===== src/rtl/rmii_rx_pkg.sv =====
package rmii_rx_pkg;
  localparam logic [1:0] FC_DIBIT = 2'b10;

  typedef struct packed {
    logic       err;
    logic [3:0] nib;
  } rx_entry_t;
endpackage


===== src/rtl/rmii_rx_fifo.sv =====
module rmii_rx_fifo
  import rmii_rx_pkg::*;
#(
  parameter int DEPTH = 8,
  localparam int AW = (DEPTH > 1) ? $clog2(DEPTH) : 1,
  localparam int CW = $clog2(DEPTH + 1)
) (
  input  logic            clk,
  input  logic            rst_n,
  input  logic            push_i,
  input  rx_entry_t       wdata_i,
  input  logic            pop_i,
  output rx_entry_t       rdata_o,
  output logic [CW-1:0]   count_o,
  output logic            empty_o,
  output logic            ovf_o
);

  rx_entry_t       mem [DEPTH];
  logic [AW-1:0]   wp_q, wp_n, rp_q, rp_n;
  logic [CW-1:0]   cnt_q, cnt_n;
  logic            full, wr_en;

  function automatic logic [AW-1:0] step(input logic [AW-1:0] p);
    return (p == AW'(DEPTH - 1)) ? '0 : p + 1'b1;
  endfunction

  assign full    = (cnt_q == CW'(DEPTH));
  assign empty_o = (cnt_q == '0);
  assign wr_en   = push_i && (!full || pop_i);
  assign ovf_o   = push_i && full && !pop_i;
  assign rdata_o = mem[rp_q];
  assign count_o = cnt_q;

  always_comb begin
    wp_n  = wr_en ? step(wp_q) : wp_q;
    rp_n  = pop_i ? step(rp_q) : rp_q;
    cnt_n = cnt_q;
    case ({wr_en, pop_i})
      2'b10:   cnt_n = cnt_q + 1'b1;
      2'b01:   cnt_n = cnt_q - 1'b1;
      default: cnt_n = cnt_q;
    endcase
  end

  always_ff @(posedge clk or negedge rst_n) begin
    if (!rst_n) begin
      wp_q  <= '0;
      rp_q  <= '0;
      cnt_q <= '0;
    end else begin
      wp_q  <= wp_n;
      rp_q  <= rp_n;
      cnt_q <= cnt_n;
    end
  end

  always_ff @(posedge clk) begin
    if (wr_en) mem[wp_q] <= wdata_i;
  end

  AST_NO_UNDERFLOW: assert property (@(posedge clk) disable iff (!rst_n)
    pop_i |-> !empty_o);
  AST_OVF_KEEPS_FULL: assert property (@(posedge clk) disable iff (!rst_n)
    ovf_o |=> (cnt_q == CW'(DEPTH)));

endmodule


===== src/rtl/rmii_rx_serializer.sv =====
module rmii_rx_serializer
  import rmii_rx_pkg::*;
#(
  parameter int HOLD10 = 10,
  parameter int PRIME  = 2,
  parameter int CW     = 4,
  localparam int HW = (HOLD10 > 1) ? $clog2(HOLD10) : 1
) (
  input  logic          clk,
  input  logic          rst_n,
  input  logic          speed_10_i,
  input  logic          pkt_in_i,
  input  logic          fifo_empty_i,
  input  logic [CW-1:0] fifo_count_i,
  input  rx_entry_t     fifo_rdata_i,
  input  logic          ovf_i,
  output logic          pop_o,
  output logic          active_o,
  output logic [1:0]    dibit_o,
  output logic          bad_o
);

  logic          act_q, act_n;
  logic          half_q, half_n;
  logic          wait_q, wait_n;
  logic          bad_q, bad_n;
  logic [3:0]    nib_q, nib_n;
  logic [HW-1:0] hold_q, hold_n;
  logic [HW-1:0] hold_max;
  logic          dibit_done, start, boundary;

  assign hold_max   = speed_10_i ? HW'(HOLD10 - 1) : '0;
  assign dibit_done = (hold_q == hold_max);
  assign start      = !fifo_empty_i &&
                      ((fifo_count_i >= CW'(PRIME)) || !pkt_in_i);
  assign boundary   = wait_q || (half_q && dibit_done);

  always_comb begin
    act_n  = act_q;
    half_n = half_q;
    wait_n = wait_q;
    nib_n  = nib_q;
    hold_n = hold_q;
    bad_n  = bad_q || ovf_i;
    pop_o  = 1'b0;
    if (!act_q) begin
      if (start) begin
        pop_o  = 1'b1;
        act_n  = 1'b1;
        nib_n  = fifo_rdata_i.nib;
        bad_n  = bad_q || ovf_i || fifo_rdata_i.err;
        half_n = 1'b0;
        hold_n = '0;
        wait_n = 1'b0;
      end
    end else if (boundary) begin
      if (!fifo_empty_i) begin
        pop_o  = 1'b1;
        nib_n  = fifo_rdata_i.nib;
        bad_n  = bad_q || ovf_i || fifo_rdata_i.err;
        half_n = 1'b0;
        hold_n = '0;
        wait_n = 1'b0;
      end else if (pkt_in_i) begin
        wait_n = 1'b1;
        bad_n  = 1'b1;
      end else begin
        act_n  = 1'b0;
        bad_n  = 1'b0;
        wait_n = 1'b0;
        half_n = 1'b0;
        hold_n = '0;
      end
    end else if (dibit_done) begin
      half_n = 1'b1;
      hold_n = '0;
    end else begin
      hold_n = hold_q + 1'b1;
    end
  end

  always_ff @(posedge clk or negedge rst_n) begin
    if (!rst_n) begin
      act_q  <= 1'b0;
      half_q <= 1'b0;
      wait_q <= 1'b0;
      bad_q  <= 1'b0;
      nib_q  <= '0;
      hold_q <= '0;
    end else begin
      act_q  <= act_n;
      half_q <= half_n;
      wait_q <= wait_n;
      bad_q  <= bad_n;
      nib_q  <= nib_n;
      hold_q <= hold_n;
    end
  end

  assign active_o = act_q;
  assign dibit_o  = half_q ? nib_q[3:2] : nib_q[1:0];
  assign bad_o    = bad_q;

  AST_DIBIT_HOLD: assert property (@(posedge clk) disable iff (!rst_n)
    (act_q && !wait_q && !dibit_done) |=> ($stable(nib_q) && $stable(half_q)));
  AST_BAD_STICKY: assert property (@(posedge clk) disable iff (!rst_n)
    (act_q && bad_q) |=> (!act_q || bad_q));
  AST_OVF_MARKS_BAD: assert property (@(posedge clk) disable iff (!rst_n)
    ovf_i |=> bad_q);

endmodule


===== src/rtl/rmii_rx_outstage.sv =====
module rmii_rx_outstage
  import rmii_rx_pkg::*;
#(
  parameter logic [1:0] CORRUPT = 2'b01
) (
  input  logic       clk,
  input  logic       rst_n,
  input  logic       ser_active_i,
  input  logic [1:0] ser_dibit_i,
  input  logic       ser_bad_i,
  input  logic       false_car_i,
  input  logic       crs_i,
  output logic       crs_dv_o,
  output logic       rx_dv_o,
  output logic [1:0] rxd_o,
  output logic       rx_er_o
);

  logic       crs_n, dv_n, er_n;
  logic [1:0] rxd_n;

  always_comb begin
    crs_n = crs_i;
    dv_n  = 1'b0;
    er_n  = 1'b0;
    rxd_n = 2'b00;
    if (ser_active_i) begin
      crs_n = 1'b1;
      dv_n  = 1'b1;
      er_n  = ser_bad_i;
      rxd_n = ser_bad_i ? CORRUPT : ser_dibit_i;
    end else if (false_car_i) begin
      crs_n = 1'b1;
      er_n  = 1'b1;
      rxd_n = FC_DIBIT;
    end
  end

  always_ff @(posedge clk or negedge rst_n) begin
    if (!rst_n) begin
      crs_dv_o <= 1'b0;
      rx_dv_o  <= 1'b0;
      rx_er_o  <= 1'b0;
      rxd_o    <= 2'b00;
    end else begin
      crs_dv_o <= crs_n;
      rx_dv_o  <= dv_n;
      rx_er_o  <= er_n;
      rxd_o    <= rxd_n;
    end
  end

  AST_FALSE_CAR_FMT: assert property (@(posedge clk) disable iff (!rst_n)
    (false_car_i && !ser_active_i) |=>
      (rx_er_o && !rx_dv_o && crs_dv_o && rxd_o == FC_DIBIT));
  AST_CARRIER_SEEN: assert property (@(posedge clk) disable iff (!rst_n)
    crs_i |=> crs_dv_o);

endmodule


===== src/rtl/rmii_rx_adapter.sv =====
module rmii_rx_adapter
  import rmii_rx_pkg::*;
#(
  parameter int         FIFO_DEPTH = 8,
  parameter int         PRIME      = 2,
  parameter int         HOLD10     = 10,
  parameter logic [1:0] CORRUPT    = 2'b01,
  localparam int        CW         = $clog2(FIFO_DEPTH + 1)
) (
  input  logic       clk_ref,
  input  logic       rst_n,
  input  logic       speed_10,
  input  logic       nib_valid,
  input  logic [3:0] nib_data,
  input  logic       pkt_dv,
  input  logic       carrier,
  input  logic       sym_err,
  input  logic       false_car,
  output logic       rmii_crs_dv,
  output logic       rmii_rx_dv,
  output logic [1:0] rmii_rxd,
  output logic       rmii_rx_er
);

  logic          rst_meta_q, rst_sync_q;
  logic          push, pop, empty, ovf;
  logic [CW-1:0] count;
  rx_entry_t     wdata, rdata;
  logic          ser_active, ser_bad;
  logic [1:0]    ser_dibit;

  always_ff @(posedge clk_ref or negedge rst_n) begin
    if (!rst_n) begin
      rst_meta_q <= 1'b0;
      rst_sync_q <= 1'b0;
    end else begin
      rst_meta_q <= 1'b1;
      rst_sync_q <= rst_meta_q;
    end
  end

  assign push      = nib_valid && pkt_dv;
  assign wdata.nib = nib_data;
  assign wdata.err = sym_err;

  rmii_rx_fifo #(.DEPTH(FIFO_DEPTH)) i_fifo (
    .clk     (clk_ref),
    .rst_n   (rst_sync_q),
    .push_i  (push),
    .wdata_i (wdata),
    .pop_i   (pop),
    .rdata_o (rdata),
    .count_o (count),
    .empty_o (empty),
    .ovf_o   (ovf)
  );

  rmii_rx_serializer #(.HOLD10(HOLD10), .PRIME(PRIME), .CW(CW)) i_ser (
    .clk          (clk_ref),
    .rst_n        (rst_sync_q),
    .speed_10_i   (speed_10),
    .pkt_in_i     (pkt_dv),
    .fifo_empty_i (empty),
    .fifo_count_i (count),
    .fifo_rdata_i (rdata),
    .ovf_i        (ovf),
    .pop_o        (pop),
    .active_o     (ser_active),
    .dibit_o      (ser_dibit),
    .bad_o        (ser_bad)
  );

  rmii_rx_outstage #(.CORRUPT(CORRUPT)) i_out (
    .clk          (clk_ref),
    .rst_n        (rst_sync_q),
    .ser_active_i (ser_active),
    .ser_dibit_i  (ser_dibit),
    .ser_bad_i    (ser_bad),
    .false_car_i  (false_car),
    .crs_i        (carrier),
    .crs_dv_o     (rmii_crs_dv),
    .rx_dv_o      (rmii_rx_dv),
    .rxd_o        (rmii_rxd),
    .rx_er_o      (rmii_rx_er)
  );

  AST_DV_WITH_CRS: assert property (@(posedge clk_ref) disable iff (!rst_sync_q)
    rmii_rx_dv |-> rmii_crs_dv);
  AST_ER_CORRUPTS: assert property (@(posedge clk_ref) disable iff (!rst_sync_q)
    (rmii_rx_dv && rmii_rx_er) |-> (rmii_rxd == CORRUPT));

endmodule


===== config.mk =====
export PLATFORM = sky130hd
export DESIGN_NAME = rmii_rx_adapter
export DESIGN_NICKNAME = d
export VERILOG_FILES = /design/src/rtl/rmii_rx_pkg.sv /design/src/rtl/rmii_rx_fifo.sv /design/src/rtl/rmii_rx_serializer.sv /design/src/rtl/rmii_rx_outstage.sv /design/src/rtl/rmii_rx_adapter.sv
export SDC_FILE = /design/constraint.sdc
export NUM_CORES = 1
export LEC_CHECK = 0
export ABC_CLOCK_PERIOD_IN_PS = 2350
export BUFFER_PORTS_ARGS = -buffer_cell sky130_fd_sc_hd__buf_2
export CAP_MARGIN = 5
export CORE_MARGIN = 1
export CORE_UTILIZATION = 45
export DETAILED_ROUTE_END_ITERATION = 16
export PLACE_DENSITY = 0.67
export SKIP_CTS_REPAIR_TIMING = 1
export SLEW_MARGIN = 5
export SYNTH_ARGS = -nofsm -noshare
export SYNTH_HDL_FRONTEND = slang
export SYNTH_HIERARCHICAL = 1
export SYNTH_SLANG_ARGS = --single-unit

===== constraint.sdc =====
create_clock -name clk_ref -period 2.35 [get_ports clk_ref]
set_input_delay 0.3525 -clock clk_ref [delete_from_list [all_inputs] [get_ports clk_ref]]
set_output_delay 0.3525 -clock clk_ref [all_outputs]
set_load 0.01 [all_outputs]

==> metrics.csv <==
metric,value,unit
tightest_slew,569,ps
power_frac_seq,42.5,%
pre_cts_ws,-86.7,ps
min_period,2350,ps
seq_area_frac_synth,64.0,%
final_cells,320,
min_to,i_out/crs_dv_o,
holdWs,206,ps
clkLatencyLatePin,340,ps
syn_nets,207,
power_leakage,1.41,nW
viasPerCell,5.48,
n_fill_cell,499,
grt_antenna_before_repair,0,
ff_latch_area,0.00193,sq mm
fin_crit_sh,100,%
timing.final.ws_setup,-4.54,ps
critPathKind,reg2reg,
ys_ff_latch,69,
finalNetCount,256,
grt_max_degree,28,
p_int,0.00290,W
initial_utilization,47.1,%
cts_root_buf,clkbuf_8,
synth.area.top_cells,"edfxtp_1, dfrtp_1, mux4_2",
synth.cell_area,0.00301,sq mm
clock_path_buffers,2,
irDropWorstVdd,0.692,mV
cts.sinks,69,
grt_first_pass_wirelength,8.76,mm
r2r-start,i_ser/hold_q[3],
yosys.area.top_type,edfxtp_1,
drtIter0Drc,60,
path_max_fanout,4,
worstHoldStart,carrier,
crit_arrival,2570,ps
clk_pin_slew,70,ps
dieArea,0.00702,sq mm
drv_cap,0,
skew,5.80,ps
dp_hpwl,3.53,mm
syn2layout_area_growth,21.7,%
setup_viol,6,
avgSynthCellArea,15.9,sq um
final_area,0.00366,sq mm
antenna_cells,0,
rsz0062_at_grt,yes,
cts_buffers,9,
yosys_warnings,6,
cts_max_level,3,
crit_required,2570,ps
ant_nets,0,
power_density,1140,mW/mm^2
syn_inst,189,
r2r_cells,10,
fmax,425,MHz
yosysTopAreaCellShare,39.9,%
critPathCaptureType,flip-flop,
cp-start-kind,flip-flop,
relSlewSlack,61.8,%
clkPwrFrac,25.7,%
core_area,0.00639,sq mm
grt_remaining_overflow,0,
drc,0,
p_switching,0.00128,W
status,finished with violations,
postLayoutCoreUtil,57.4,%
grt_pass1_vias,1802,
switching_share,30.6,%
firstDrtPassIters,4,
final_max_slew_viol_count,0,
rr_endpoint,i_fifo/count_o[2],
synth_flop_cell,edfxtp_1,
io_pins,17,
gp_congestion,0.723,
fp.dieW,83.8,microns
hold_class,in2reg,
final_layout_size_suffix_gt1_share,43.6,%
vias,1755,
ff2ff_setup_slack,-5,ps
async_flop_share,42.0,%
synth_common_cells,"edfxtp_1, dfrtp_1, mux2_2",
ys_types,53,
yosysMostFrequentCell,edfxtp_1,
cts_tree,yes,
rows,29,
io_buffers,16,
p_comb_share,31.9,%
chipHeight,83.8,microns
hold-path-cell-count,2,
placed_area,0.00336,sq mm
violations,negative setup slack,
synth_edf_count,40,
finalHoldViolations,0,
dp.cells,297,
track_usage,16.5,%
avgRoutedWirePerCell,16.3,microns
drt-total-wl,5.23,mm
multiInputGateArea,0.00112,sq mm
[kinds of logic after synthesis]
group / share of synthesized area [%]
compound gates: 7.44
simple gates: 9.19
buf+inv: 1.29
mux: 14.6
fa+ha+maj: 2.49
flops: 64.0
xor+xnor: 0.873
other cells: 0.125
[worst max-delay path by stage]
stage	cells after the start	end	start	slack, ps
floorplan	7	i_fifo/mem[6][0]	i_ser/hold_q[3]	-6
global placement	11	i_fifo/count_o[2]	speed_10	-6
detailed placement	11	i_fifo/count_o[2]	speed_10	-90
CTS	10	i_fifo/count_o[2]	i_ser/hold_q[3]	1
global route	10	i_fifo/count_o[2]	i_ser/hold_q[3]	-150
finish	10	i_fifo/count_o[2]	i_ser/hold_q[3]	-5
[flip-flops by register name, indices dropped and copies added, names as in the netlist]
register        cells
rst_sync_q          1
i_ser/wait_q        1
i_fifo/count_o      4
i_fifo/mem         40
i_ser/bad_o         1
i_ser/nib_q         4
i_fifo/wp_q         3
i_fifo/rp_q         3
i_out/rx_er_o       1
i_ser/half_q        1
i_out/rxd_o         2
rst_meta_q          1
i_out/rx_dv_o       1
i_ser/active_o      1
i_out/crs_dv_o      1
i_ser/hold_q        4
[worst max-delay path: stages (launching register included)]
cell	delay [ps]
dfrtp_1	380
or3_4	390
a2111oi_4	390
o211ai_2	150
inv_2	120
nand2b_4	60
xnor2_1	120
ha_2	180
nor4b_2	200
a31oi_1	80
xnor2_1	150
[cells in the final DEF, fill, tap and decap left out, types with 2 or more instances in the layout]
cell	n
nor2_1	11
buf_2	16
inv_6	2
buf_4	25
mux4_2	10
ha_1	5
xnor2_1	2
nand2b_1	5
edfxtp_1	40
nand2_1	5
nor4b_1	2
a2bb2oi_1	2
o211ai_1	2
o21a_1	2
bufinv_16	2
inv_1	2
nand3b_1	2
nor2_4	2
nor3_2	2
mux2_2	17
nor4_4	2
clkbuf_8	9
dfrtp_1	29
nand3_1	3
and2_1	3
[power groups by stage]
| stage | registers (W) | logic (W) | clock network [W] |
|---|---|---|---|
| finish | 0.00178 | 0.00133 | 0.00107 |
| global route | 0.00181 | 0.00147 | 0.00116 |
| CTS | 0.00178 | 0.00126 | 0.00111 |
| detailed placement | 0.00181 | 0.00125 | 0 |
| global placement | 0.00180 | 0.00123 | 0 |
| floorplan | 0.00176 | 0.000944 | 0 |
[stage by stage]
stage	TNS, ps	total power (W)
floorplan	-29.7	0.00271
global placement	-6.19	0.00303
detailed placement	-181	0.00306
CTS	0	0.00416
global route	-2860	0.00444
finish	-17.1	0.00418
[routing by layer]
metal	wire length, microns	GRT usage, %
met3	124	3.26
met1	2420	21.2
met5	0	0
met4	84	7.40
met2	2600	27.1
[cell type report]
| cell class | instances | share of cell area [%] |
|---|---|---|
| Clock inverter | 6 | 2.56 |
| Clock buffer | 10 | 3.48 |
| Tap cell | 77 | 2.63 |
| Timing Repair Buffer | 43 | 7.89 |
| Multi-Input combinational cell | 112 | 30.5 |
| Sequential cell | 69 | 52.6 |
| Inverter | 3 | 0.307 |
(Power assumes the default switching activity.)
